===== config.mk =====
export PLATFORM = sky130hd
export DESIGN_NAME = bcd_dual_edge_counter
export DESIGN_NICKNAME = d
export VERILOG_FILES = /design/src/rtl/bcdc_pkg.sv /design/src/rtl/bcdc_sync.sv /design/src/rtl/bcdc_edge_qual.sv /design/src/rtl/bcdc_core.sv /design/src/rtl/bcd_dual_edge_counter.sv
export SDC_FILE = /design/constraint.sdc
export NUM_CORES = 1
export LEC_CHECK = 0
export BUFFER_PORTS_ARGS = -buffer_cell sky130_fd_sc_hd__buf_2
export CORE_AREA = 2 2 39 41
export DETAILED_ROUTE_END_ITERATION = 10
export DIE_AREA = 0 0 41 43
export GPL_TIMING_DRIVEN = 0
export RECOVER_POWER = 100
export SLEW_MARGIN = 20
export SYNTH_ARGS = -nofsm -noshare
export SYNTH_HDL_FRONTEND = slang
export SYNTH_HIERARCHICAL = 1
export SYNTH_SLANG_ARGS = --single-unit
export TNS_END_PERCENT = 1

===== constraint.sdc =====
create_clock -name clk -period 4.2 [get_ports clk]
set_clock_uncertainty 0.15 [all_clocks]
set_input_delay 0.84 -clock clk [delete_from_list [all_inputs] [get_ports clk]]
set_output_delay 0.84 -clock clk [all_outputs]
set_load 0.05 [all_outputs]

===== src/rtl/bcdc_pkg.sv =====
package bcdc_pkg;
  localparam int DIGIT_W  = 4;
  localparam int DIGIT_MAX = 9;

  typedef logic [DIGIT_W-1:0] digit_t;

  // Next decade value; 9 and any illegal code fall back to zero.
  function automatic digit_t digit_inc(input digit_t d);
    if (d >= digit_t'(DIGIT_MAX)) return '0;
    return d + digit_t'(1);
  endfunction
endpackage


===== src/rtl/bcdc_sync.sv =====
module bcdc_sync #(
  parameter int STAGES = 2
) (
  input  logic clk,
  input  logic rst_n,
  input  logic d_i,
  output logic q_o
);
  logic [STAGES-1:0] chain_q;
  logic [STAGES-1:0] chain_d;

  always_comb begin
    chain_d = {chain_q[STAGES-2:0], d_i};
  end

  always_ff @(posedge clk or negedge rst_n) begin
    if (!rst_n) chain_q <= '0;
    else        chain_q <= chain_d;
  end

  assign q_o = chain_q[STAGES-1];
endmodule


===== src/rtl/bcdc_edge_qual.sv =====
module bcdc_edge_qual (
  input  logic       clk,
  input  logic       rst_n,
  input  logic [1:0] lvl_i,   // [0] rise line, [1] fall line, synchronised
  output logic       adv_o
);
  logic [1:0] prev_q;
  logic       rise_ok;
  logic       fall_ok;

  // Enable level is the other line's value before the edge.
  always_comb begin
    rise_ok = lvl_i[0] & ~prev_q[0] &  prev_q[1];
    fall_ok = ~lvl_i[1] & prev_q[1] & ~prev_q[0];
    adv_o   = rise_ok | fall_ok;
  end

  always_ff @(posedge clk or negedge rst_n) begin
    if (!rst_n) prev_q <= 2'b00;
    else        prev_q <= lvl_i;
  end

  AST_NO_ADV_ON_STEADY: assert property (@(posedge clk) disable iff (!rst_n)
    (lvl_i == prev_q) |-> !adv_o);
endmodule


===== src/rtl/bcdc_core.sv =====
module bcdc_core
  import bcdc_pkg::*;
#(
  parameter int HOLD_CYCLES = 3
) (
  input  logic   clk,
  input  logic   rst_n,
  input  logic   mr_i,
  input  logic   adv_i,
  output digit_t count_o,
  output logic   tc_o
);
  logic                   clr_n;
  logic [HOLD_CYCLES-1:0] hold_q;
  logic [HOLD_CYCLES-1:0] hold_d;
  logic                   adv_ok;
  logic                   cnt_en;
  digit_t                 cnt_q;
  digit_t                 cnt_d;

  assign clr_n = rst_n & ~mr_i;

  always_comb begin
    hold_d = {hold_q[HOLD_CYCLES-2:0], 1'b0};
    adv_ok = adv_i & (hold_q == '0);
    cnt_en = adv_ok;
    cnt_d  = digit_inc(cnt_q);
  end

  always_ff @(posedge clk or negedge clr_n) begin
    if (!clr_n) hold_q <= '1;
    else        hold_q <= hold_d;
  end

  always_ff @(posedge clk or negedge clr_n) begin
    if (!clr_n)      cnt_q <= '0;
    else if (cnt_en) cnt_q <= cnt_d;
  end

  assign count_o = cnt_q;
  assign tc_o    = (cnt_q == digit_t'(DIGIT_MAX));

  AST_BCD_RANGE: assert property (@(posedge clk) disable iff (!rst_n)
    count_o <= digit_t'(DIGIT_MAX));
  AST_CLEAR_HOLDS: assert property (@(posedge clk) disable iff (!rst_n)
    mr_i |-> (count_o == '0));
  AST_SINGLE_STEP: assert property (@(posedge clk) disable iff (!rst_n || mr_i)
    !$stable(count_o) |-> (count_o == digit_inc($past(count_o))));
  AST_WRAP_ZERO: assert property (@(posedge clk) disable iff (!rst_n || mr_i)
    (tc_o && adv_ok) |=> (count_o == '0));
  AST_RELEASE_QUIET: assert property (@(posedge clk) disable iff (!rst_n || mr_i)
    (hold_q != '0) |=> $stable(count_o));
endmodule


===== src/rtl/bcd_dual_edge_counter.sv =====
module bcd_dual_edge_counter
  import bcdc_pkg::*;
#(
  parameter int SYNC_STAGES = 2,
  parameter int HOLD_CYCLES = 3
) (
  input  logic       clk,
  input  logic       rst_n,
  input  logic       mr_i,
  input  logic       ck_rise_i,
  input  logic       ck_fall_i,
  output logic [3:0] count_o,
  output logic       tc_o
);
  localparam int N_LINES = 2;

  logic [N_LINES-1:0] raw_lvl;
  logic [N_LINES-1:0] syn_lvl;
  logic               adv;
  digit_t             cnt;

  assign raw_lvl = {ck_fall_i, ck_rise_i};

  for (genvar g = 0; g < N_LINES; g++) begin : g_sync
    bcdc_sync #(.STAGES(SYNC_STAGES)) u_sync (
      .clk   (clk),
      .rst_n (rst_n),
      .d_i   (raw_lvl[g]),
      .q_o   (syn_lvl[g])
    );
  end

  bcdc_edge_qual u_qual (
    .clk   (clk),
    .rst_n (rst_n),
    .lvl_i (syn_lvl),
    .adv_o (adv)
  );

  bcdc_core #(.HOLD_CYCLES(HOLD_CYCLES)) u_core (
    .clk     (clk),
    .rst_n   (rst_n),
    .mr_i    (mr_i),
    .adv_i   (adv),
    .count_o (cnt),
    .tc_o    (tc_o)
  );

  assign count_o = cnt;

  AST_STEADY_NO_CHANGE: assert property (@(posedge clk) disable iff (!rst_n || mr_i)
    !adv |=> $stable(count_o));
  AST_TC_MATCH: assert property (@(posedge clk) disable iff (!rst_n)
    tc_o |-> (count_o == 4'd9));
endmodule


==> reports/metrics.cfg, run 1 <==
[placed_design]
hpwlAfterDp_um = 538
portBuffers = 9
gp_congestion = 0.721

[synthesis]
syn-num-nets = 45
synthSimpleGateAreaFrac_pct = 17.3
seq_area_frac_synth_pct = 64.1
synthDistinctLibCells = 19
yosys.area_share.adder_pct = 7.32
ys_ff_latch = 13
synth_top_family_by_area = simple AND/OR/NAND/NOR gates
synthXorXnorAreaFrac_pct = 0
synthCells = 37
syn_avg_cell_area_um2 = 13.9
synth_compound_area_share_pct = 9.02
yosys_warnings = 6
synth.area.mux_share_pct = 0
syn-cell-area_um2 = 513

[finish]
multi_input_area_um2 = 161
seq_area_um2 = 329
num-nets-final = 59
syn2layout_area_growth_pct = 13.7
drive_gt1_share_pct = 20.0
fillCellCount = 141
diodes = 0

[min_path]
hp-class = reg -> reg
holdPathStages = 0
hold_end = g_sync[0].u_sync/chain_q[1]
min_from = g_sync[0].u_sync/chain_q[0]

[sta]
timing.fmax_mhz = 394
slew_headroom_pct = 27.4
worst_slew_pin_slew_ns = 1.07
hold_violations = 0
tns_ns = 0
rsz0062_at_grt = false
slew_viol_final = 0
finalCritPeriodShare_pct = 60.5
setup_viol = 0
period_needed_ns = 2.54

[power_and_ir_drop]
combPwrFrac_pct = 20.1
power.density_mw_per_mm2 = 467
power.share.clock_pct = 25.9
p_switching_mw = 0.0855
totalPowerFinal_mw = 0.272
seqPwrFrac_pct = 54.1
ir_worst_vdd_v = 0.000241
p_int_mw = 0.187
swShare_pct = 31.4
leakagePower_nw = 0.257

[setup_path]
reg2reg_to = u_core/count_o[2]
critPathArrivalTime_ns = 1.55
critical_path_class = reg -> out
r2r.worst_path.cells = 5
worst-r2r-setup-slack_ns = 1.98
end_kind = output pin
cp_max_fo = 4
worstReg2RegStart = g_sync[1].u_sync/chain_q[1]
critPathLaunchType = register
required_ns = 3.21

[global_route]
grtUsageTotal_pct = 8.98
grt_first_pass_wirelength_um = 1070
grt_max_degree = 9
antenna_found_initial = 0
grt_overflow = 0
grt_pass1_vias = 285

[detailed_routing]
dr.max_layer_used = met3
drt_first_pass_iters = 3
dr_wl_met2_um = 337
wirelength_um = 659
wl_per_cell_um = 9.98
drc = 0
drt_iter0_drc = 1
viasPerCell = 4.35
drtAntennaViolNets = 0
wl_met1_um = 304
via_count = 287
wl_met3_um = 18

[cts]
clk_pin_slew_worst_paths_ns = 0.07
cts_resized = 0
clk_path_buf_depth = 2
clkLatencyLatePin_ns = 0.26
cts_tree = built
post_cts_buffers = 0
hold_buffers = 0
cts_sinks = 13
h-tree-depth = 1
cts_made_buffers = 3
clock-root-buffer = clkbuf_4

[floorplan]
io_pins = 10
start_util_pct = 37.1
die_width_um = 41
dieHeight_um = 43
row_count = 14
dieArea_mm2 = 0.00176
core_region_area_mm2 = 0.00138

[flow_run]
drv_cap = 0

[run_status]
status = finished clean

[cell usage after synthesis]
| cell type | number | area, um^2 |
|---|---|---|
| a21boi_0 | 1 | 7.51 |
| a21oi_1 | 1 | 5.00 |
| nor2b_4 | 1 | 13.8 |
| dfrtp_1 | 10 | 250 |
| conb_1 | 1 | 3.75 |
| nor4b_4 | 1 | 23.8 |
| o22ai_1 | 1 | 6.26 |
| nand2_1 | 3 | 11.3 |
| nand3b_1 | 1 | 7.51 |
| nor2_1 | 2 | 7.51 |
| dfstp_2 | 3 | 78.8 |
| o21ai_0 | 2 | 10.0 |
| inv_1 | 2 | 7.51 |
| o2bb2ai_1 | 1 | 8.76 |
| nand2b_1 | 1 | 6.26 |
| nor2b_1 | 1 | 6.26 |
| a41oi_1 | 1 | 8.76 |
| nor3b_2 | 1 | 12.5 |
| ha_1 | 3 | 37.5 |
[metrics by stage]
step           hold WS [ns]  cell area, um^2  utilization (%)  worst slack, ns  cells
4_1_cts               0.211              606             43.8             1.85     66
3_3_place_gp          0.183              578             41.8             2.17     62
5_1_grt               0.214              583             42.1             1.54     66
6_report              0.205              583             42.1             1.66     66
2_1_floorplan         0.181              513                -             1.57     37
3_5_place_dp          0.193              578             41.8             2.16     62
[final cells by class]
type / instances / share of cell area (%)
timing repair buffer: 9 / 6.44
sequential: 13 / 56.4
tap: 16 / 3.43
inverter: 2 / 1.29
clock inverter: 1 / 0.858
multi-input combinational: 22 / 27.7
clock buffer: 3 / 3.86
[critical path: stages (launching register included)]
cell and delay [ns]:
dfrtp_1 0.42, inv_1 0.10, ha_1 0.18, nand2_1 0.05, nor2_1 0.07, clkbuf_1 0.47
[flip-flops by register name, indices dropped and copies added (netlist names)]
name / count
u_core/hold_q: 3
u_core/count_o: 4
g_sync.u_sync/chain_q: 4
u_qual/prev_q: 2
[cells by family after synthesis]
| family | count (synthesis) |
|---|---|
| DFF | 13 |
| other | 1 |
| buffers and inverters | 2 |
| adders and majority gates | 3 |
| and+or+nand+nor | 11 |
| AOI/OAI and AO/OA | 7 |
[power by group through the flow]
| stage | clock [mW] | sequential [mW] | combinational (mW) |
|---|---|---|---|
| finish | 0.0705 | 0.147 | 0.0546 |
| global route | 0.0828 | 0.149 | 0.0608 |
| CTS | 0.0747 | 0.149 | 0.0580 |
| detailed placement | 0 | 0.151 | 0.0579 |
| global placement | 0 | 0.150 | 0.0569 |
| floorplan | 0 | 0.172 | 0.0208 |
[per-layer routing]
layer | up-vias | GRT usage, %
met3 | 0 | 4.71
met5 | - | 0
met4 | 0 | 2.00
met1 | 137 | 10.8
li1 | 149 | -
met2 | 1 | 13.8
[how the worst max path moves through the flow]
| stage | cells after the start | end | start | slack [ns] |
|---|---|---|---|---|
| after floorplan | 3 | tc_o | u_core/count_o[0] | 1.57 |
| after global placement | 5 | tc_o | u_core/count_o[1] | 2.17 |
| after detailed placement | 5 | tc_o | u_core/count_o[1] | 2.16 |
| after CTS | 5 | tc_o | u_core/count_o[1] | 1.85 |
| after global routing | 5 | tc_o | u_core/count_o[1] | 1.54 |
| final | 5 | tc_o | u_core/count_o[1] | 1.66 |
[layout by cell type, fill, tap and decap left out, types with 2 or more instances in the layout]
cell      netlist  layout
dfrtp_1        10      10
ha_1            3       3
o21ai_0         2       2
inv_1           2       2
clkbuf_1        0       6
dfstp_1         0       2
clkbuf_4        0       3
nand2_1         3       3
nor2_1          2       2
buf_2           0       3
Note: power is estimated with default switching activity, not from simulation.
==> run 2: changes to the inputs <==
- clock period: 4.2 -> 2.3 ns (I/O delays scaled with it)
==> reports/metrics.cfg, run 2 (same netlist as run 1, synthesis figures left out) <==
[floorplan]
die_width_um = 41  ; unchanged
row_count = 14  ; unchanged
core_region_area_mm2 = 0.00138  ; unchanged
dieHeight_um = 43  ; unchanged
io_pins = 10  ; unchanged
dieArea_mm2 = 0.00176  ; unchanged
start_util_pct = 37.1  ; unchanged

[cts]
cts_resized = 0  ; unchanged
cts_made_buffers = 3  ; unchanged
cts_sinks = 13  ; unchanged
clock-root-buffer = clkbuf_4
h-tree-depth = 1  ; unchanged
clk_path_buf_depth = 2  ; unchanged
clkLatencyLatePin_ns = 0.26  ; about the same
cts_tree = built
clk_pin_slew_worst_paths_ns = 0.07  ; about the same

[global_route]
grt_pass1_vias = 285  ; unchanged
grtUsageTotal_pct = 8.98  ; unchanged
grt_first_pass_wirelength_um = 1070  ; unchanged
grt_overflow = 0  ; unchanged
grt_max_degree = 9  ; unchanged
antenna_found_initial = 0  ; unchanged

[detailed_routing]
drt_first_pass_iters = 3  ; unchanged
viasPerCell = 4.34  ; -0.12%
dr_wl_met2_um = 341  ; +1.2%
drc = 0  ; unchanged
drtAntennaViolNets = 0  ; unchanged
drt_iter0_drc = 1  ; unchanged
wl_per_cell_um = 9.79  ; -1.9%
via_count = 291  ; +1.4%
wl_met3_um = 18  ; unchanged
dr.max_layer_used = met3
wl_met1_um = 296  ; -2.6%
wirelength_um = 656  ; -0.46%

[sta]
rsz0062_at_grt = false
timing.fmax_mhz = 507
finalHoldWorstSlack_ns = 0.117  ; -0.0874 ns
hold_violations = 0  ; unchanged
period_needed_ns = 1.97
finalCritPeriodShare_pct = 85.7
fin_ws_ns = 0.330  ; -1.33 ns
slew_headroom_pct = 59.1  ; +32 points
tns_ns = 0  ; unchanged
setup_viol = 0  ; unchanged
slew_viol_final = 0  ; unchanged
worst_slew_pin_slew_ns = 0.611  ; -0.462 ns

[finish]
top_regs = g_sync.u_sync/chain_q (4), u_core/count_o (4), u_core/hold_q (3)
layout_commonest_cell = dfrtp_1
layout_common_cells = 10 x dfrtp_1, 5 x clkbuf_1
diodes = 0  ; unchanged
instances_no_fill = 67  ; +1.5%
drive_gt1_share_pct = 23.5  ; +3.5 points
seq_area_um2 = 329  ; unchanged
multi_input_area_um2 = 168  ; +3.9%
syn2layout_area_growth_pct = 17.1
fillCellCount = 138  ; -2.1%
num-nets-final = 60  ; +1.7%

[setup_path]
timing.critical_path.from = u_core/count_o[1]
worstReg2RegStart = g_sync[1].u_sync/chain_q[1]
path_delay_family = flip-flops
slowest_stage = dfrtp_1
cp_max_fo = 4  ; unchanged
end_kind = output pin
path_cells = inv_1, ha_1, nand2_1, nor2_1, clkbuf_2
reg2reg_to = u_core/count_o[2]
worst-r2r-setup-slack_ns = 0.49  ; -1.49 ns
cp-endpoint = tc_o
critPathMaxStageDelay_ns = 0.42  ; -0.05 ns
cp.depth = 5  ; unchanged
critPathArrivalTime_ns = 1.36  ; -0.19 ns
critical_path_class = reg -> out
required_ns = 1.69  ; -1.52 ns
path_buf_inv = 2  ; unchanged
r2r.worst_path.cells = 5  ; unchanged
critPathLaunchType = register

[placed_design]
hpwlAfterDp_um = 538  ; unchanged
gp_congestion = 0.721  ; unchanged
portBuffers = 9  ; unchanged
post-place-ws_ns = 0.637  ; -1.52 ns
place_inst = 62  ; unchanged

[power_and_ir_drop]
power.share.clock_pct = 25.8  ; about the same
ir_worst_vdd_v = 0.000441  ; +83%
p_switching_mw = 0.157  ; +83%
power.density_mw_per_mm2 = 831  ; +78%
seqPwrFrac_pct = 53.9  ; -0.2 points
combPwrFrac_pct = 20.3  ; +0.2 points
leakagePower_nw = 0.265  ; +3.2%
totalPowerFinal_mw = 0.499  ; +83%
swShare_pct = 31.4  ; about the same
p_int_mw = 0.342  ; +83%

[run_status]
status = finished clean

[min_path]
hp-class = in -> async

[flow_run]
drv_cap = 0  ; unchanged

[run 2: cell types whose count changed in the layout (fill, tap and decap cells not counted), sizes merged]
| cell | previous run | this run |
|---|---|---|
| dlygate4sd3 | 0 | 1 |
[run 2: worst min path at each step]
stage | depth (start not counted) | slack (ns) | to
after floorplan | 0 | 0.01 | g_sync[0].u_sync/chain_q[0]
after global placement | 1 | 0.14 | g_sync[1].u_sync/chain_q[1]
after global routing | 1 | 0.14 | g_sync[0].u_sync/chain_q[0]
after detailed placement | 1 | 0.15 | g_sync[1].u_sync/chain_q[0]
final | 2 | 0.12 | u_core/count_o[0]
after CTS | 2 | 0.13 | u_core/count_o[2]
[run 2: repair_timing]
item,4_1_cts,5_1_grt
hold buffers,1,0
buffers inserted,0,0
endpoints found under the hold margin,6,0
[run 2: routing by layer]
metal	global-route usage, %	vias to the layer above
met5	0	-
met1	10.8	140
met4	2.00	0
li1	-	150
met3	4.71	0
met2	13.8	1
[run 2: cell type report]
type / count / area share [%]
repair buffers: 10 / 8.12
flip-flops and latches: 13 / 54.8
clock inverters: 1 / 0.833
well taps: 16 / 3.33
inverters: 2 / 1.25
clock buffers: 3 / 3.75
multi-input cells: 22 / 27.9
[run 2: through the flow]
stage	cell area [um^2]	utilization, %
floorplan	513	-
global placement	578	41.8
detailed placement	578	41.8
CTS	616	44.5
global route	601	43.4
finish	601	43.4
[run 2: worst register-to-register path, delay by kind of cell, from the launching register on]
kind            cells  cell delay, ns
compound gates      2            0.35
flops               1            0.39
simple gates        3            0.80
[run 2: power by group through the flow]
stage	registers, mW	logic (mW)	clock network, mW
after floorplan	0.314	0.0380	0
after global placement	0.275	0.104	0
after detailed placement	0.276	0.106	0
after CTS	0.271	0.107	0.136
after global routing	0.272	0.113	0.151
final	0.269	0.101	0.129
==> run 3: changes to the inputs <==
- TNS_END_PERCENT: 1 -> not set
- clock period: 2.3 -> 2.2 ns (I/O delays scaled with it)
==> reports/metrics.cfg, run 3 (same netlist as run 1, synthesis figures left out) <==
[run_status]
status = finished clean

[setup_path]
end_kind = output pin
worstReg2RegStart = g_sync[1].u_sync/chain_q[1]
required_ns = 1.61  ; -0.08 ns
slowest_stage = dfrtp_1
critPathLaunchType = register
worst-r2r-setup-slack_ns = 0.38  ; -0.11 ns
critPathArrivalTime_ns = 1.36  ; about the same
critPathMaxStageDelay_ns = 0.42  ; about the same
r2r.worst_path.cells = 5  ; unchanged
cp_max_fo = 4  ; unchanged
path_cells = inv_1, ha_1, nand2_1, nor2_2, clkbuf_2
reg2reg_to = u_core/count_o[2]
critical_path_class = reg -> out

[sta]
hold_violations = 0  ; unchanged
setup_viol = 0  ; unchanged
timing.fmax_mhz = 512
rsz0062_at_grt = false
slew_viol_final = 0  ; unchanged
tns_ns = 0  ; unchanged
period_needed_ns = 1.95
worst_slew_pin_slew_ns = 0.616  ; +0.00510 ns
slew_headroom_pct = 58.8  ; -0.34 points
finalCritPeriodShare_pct = 88.8

[placed_design]
place_inst = 62  ; unchanged
placed_area_um2 = 581  ; +0.43%
gp_congestion = 0.717  ; -0.57%
portBuffers = 9  ; unchanged
hpwlAfterDp_um = 523  ; -2.7%

[finish]
instances_no_fill = 67  ; unchanged
diodes = 0  ; unchanged
top_regs = g_sync.u_sync/chain_q (4), u_core/count_o (4), u_core/hold_q (3)
fin_area_um2 = 602  ; +0.21%
drive_gt1_share_pct = 23.5  ; unchanged
syn2layout_area_growth_pct = 17.3
layout_common_cells = 10 x dfrtp_1, 6 x clkbuf_1
num-nets-final = 60  ; unchanged
layout_commonest_cell = dfrtp_1

[global_route]
antenna_found_initial = 0  ; unchanged
grt_first_pass_wirelength_um = 1250  ; +17%
grt_pass1_vias = 301  ; +5.6%
met2_usage_pct = 15.0  ; +1.2 points
grtUsageMet3_pct = 7.85  ; +3.1 points
grt-busiest-layer = met2
grtUsageTotal_pct = 11.0  ; +2.0 points
grtUsageMet1_pct = 14.2  ; +3.3 points
grt_max_degree = 9  ; unchanged
grt_overflow = 0  ; unchanged

[min_path]
hp-class = in -> async

[power_and_ir_drop]
totalPowerFinal_mw = 0.528  ; +5.8%
leakagePower_nw = 0.262  ; -1.2%
ir_worst_vdd_v = 0.000377  ; -15%
power.density_mw_per_mm2 = 877  ; +5.6%

[detailed_routing]
via_count = 311  ; +6.9%
wl_per_cell_um = 11.0  ; +12%
drtAntennaViolNets = 0  ; unchanged
drc = 0  ; unchanged
viasPerCell = 4.64  ; +6.9%
drt_iter0_drc = 2  ; +1
drt_first_pass_iters = 3  ; unchanged
wirelength_um = 735  ; +12%

[floorplan]
start_util_pct = 37.1  ; unchanged
die_width_um = 41  ; unchanged
row_count = 14  ; unchanged
core_region_area_mm2 = 0.00138  ; unchanged
dieArea_mm2 = 0.00176  ; unchanged
io_pins = 10  ; unchanged
dieHeight_um = 43  ; unchanged

[cts]
h-tree-depth = 1  ; unchanged
cts_resized = 0  ; unchanged
clkLatencyLatePin_ns = 0.27  ; about the same
cts_tree = built
clock-root-buffer = clkbuf_4
cts_sinks = 13  ; unchanged
clk_pin_slew_worst_paths_ns = 0.07  ; about the same
cts_made_buffers = 3  ; unchanged
clk_path_buf_depth = 2  ; unchanged

[flow_run]
drv_cap = 0  ; unchanged

==> run 3: metrics by stage <==
| stage | worst slack [ns] | util, % | hold slack [ns] |
|---|---|---|---|
| after global routing | 0.100 | 43.5 | 0.104 |
| final | 0.247 | 43.5 | 0.104 |
| after detailed placement | 0.558 | 42.0 | 0.123 |
| after floorplan | 0.190 | - | -0.00559 |
| after CTS | 0.250 | 44.6 | 0.117 |
| after global placement | 0.561 | 42.0 | 0.120 |
==> run 3: worst max-delay path, delay by kind of cell, from the launching register on <==
family,cells,cell delay [ns]
flops,1,0.42
buf+inv,2,0.38
simple gates,2,0.14
fa+ha+maj,1,0.17
==> run 3: repair_timing <==
item | CTS | global route
endpoints found under the hold margin | 6 | 0
hold buffers | 1 | 0
setup buffers | 0 | 0
==> run 3: routing by layer <==
metal  wire length, um  vias up
met4                 0        0
met3                27        0
met5                 0        -
met2               359        4
li1                  -      151
met1               348      156
==> run 3: worst max path at each step <==
stage / to / depth (start not counted) / from
2_1_floorplan: tc_o / 3 / u_core/count_o[0]
3_3_place_gp: tc_o / 5 / u_core/count_o[1]
3_5_place_dp: tc_o / 5 / u_core/count_o[1]
4_1_cts: tc_o / 5 / u_core/count_o[1]
5_1_grt: u_core/count_o[2] / 5 / g_sync[1].u_sync/chain_q[1]
6_report: tc_o / 5 / u_core/count_o[1]
==> run 3: layout make-up <==
type,instances,area (um^2)
inverters,2,7.51
multi-input cells,22,170
flip-flops and latches,13,329
well taps,16,20.0
fillers,134,782
repair buffers,10,48.8
clock buffers,4,26.3
==> run 3: where the power goes <==
part           internal, mW  leakage [nW]  total, mW  switching [mW]
sequential            0.261         0.153      0.283          0.0216
clock                0.0701        0.0150      0.139          0.0686
combinational        0.0297        0.0942      0.107          0.0771
total                 0.361         0.262      0.528           0.167
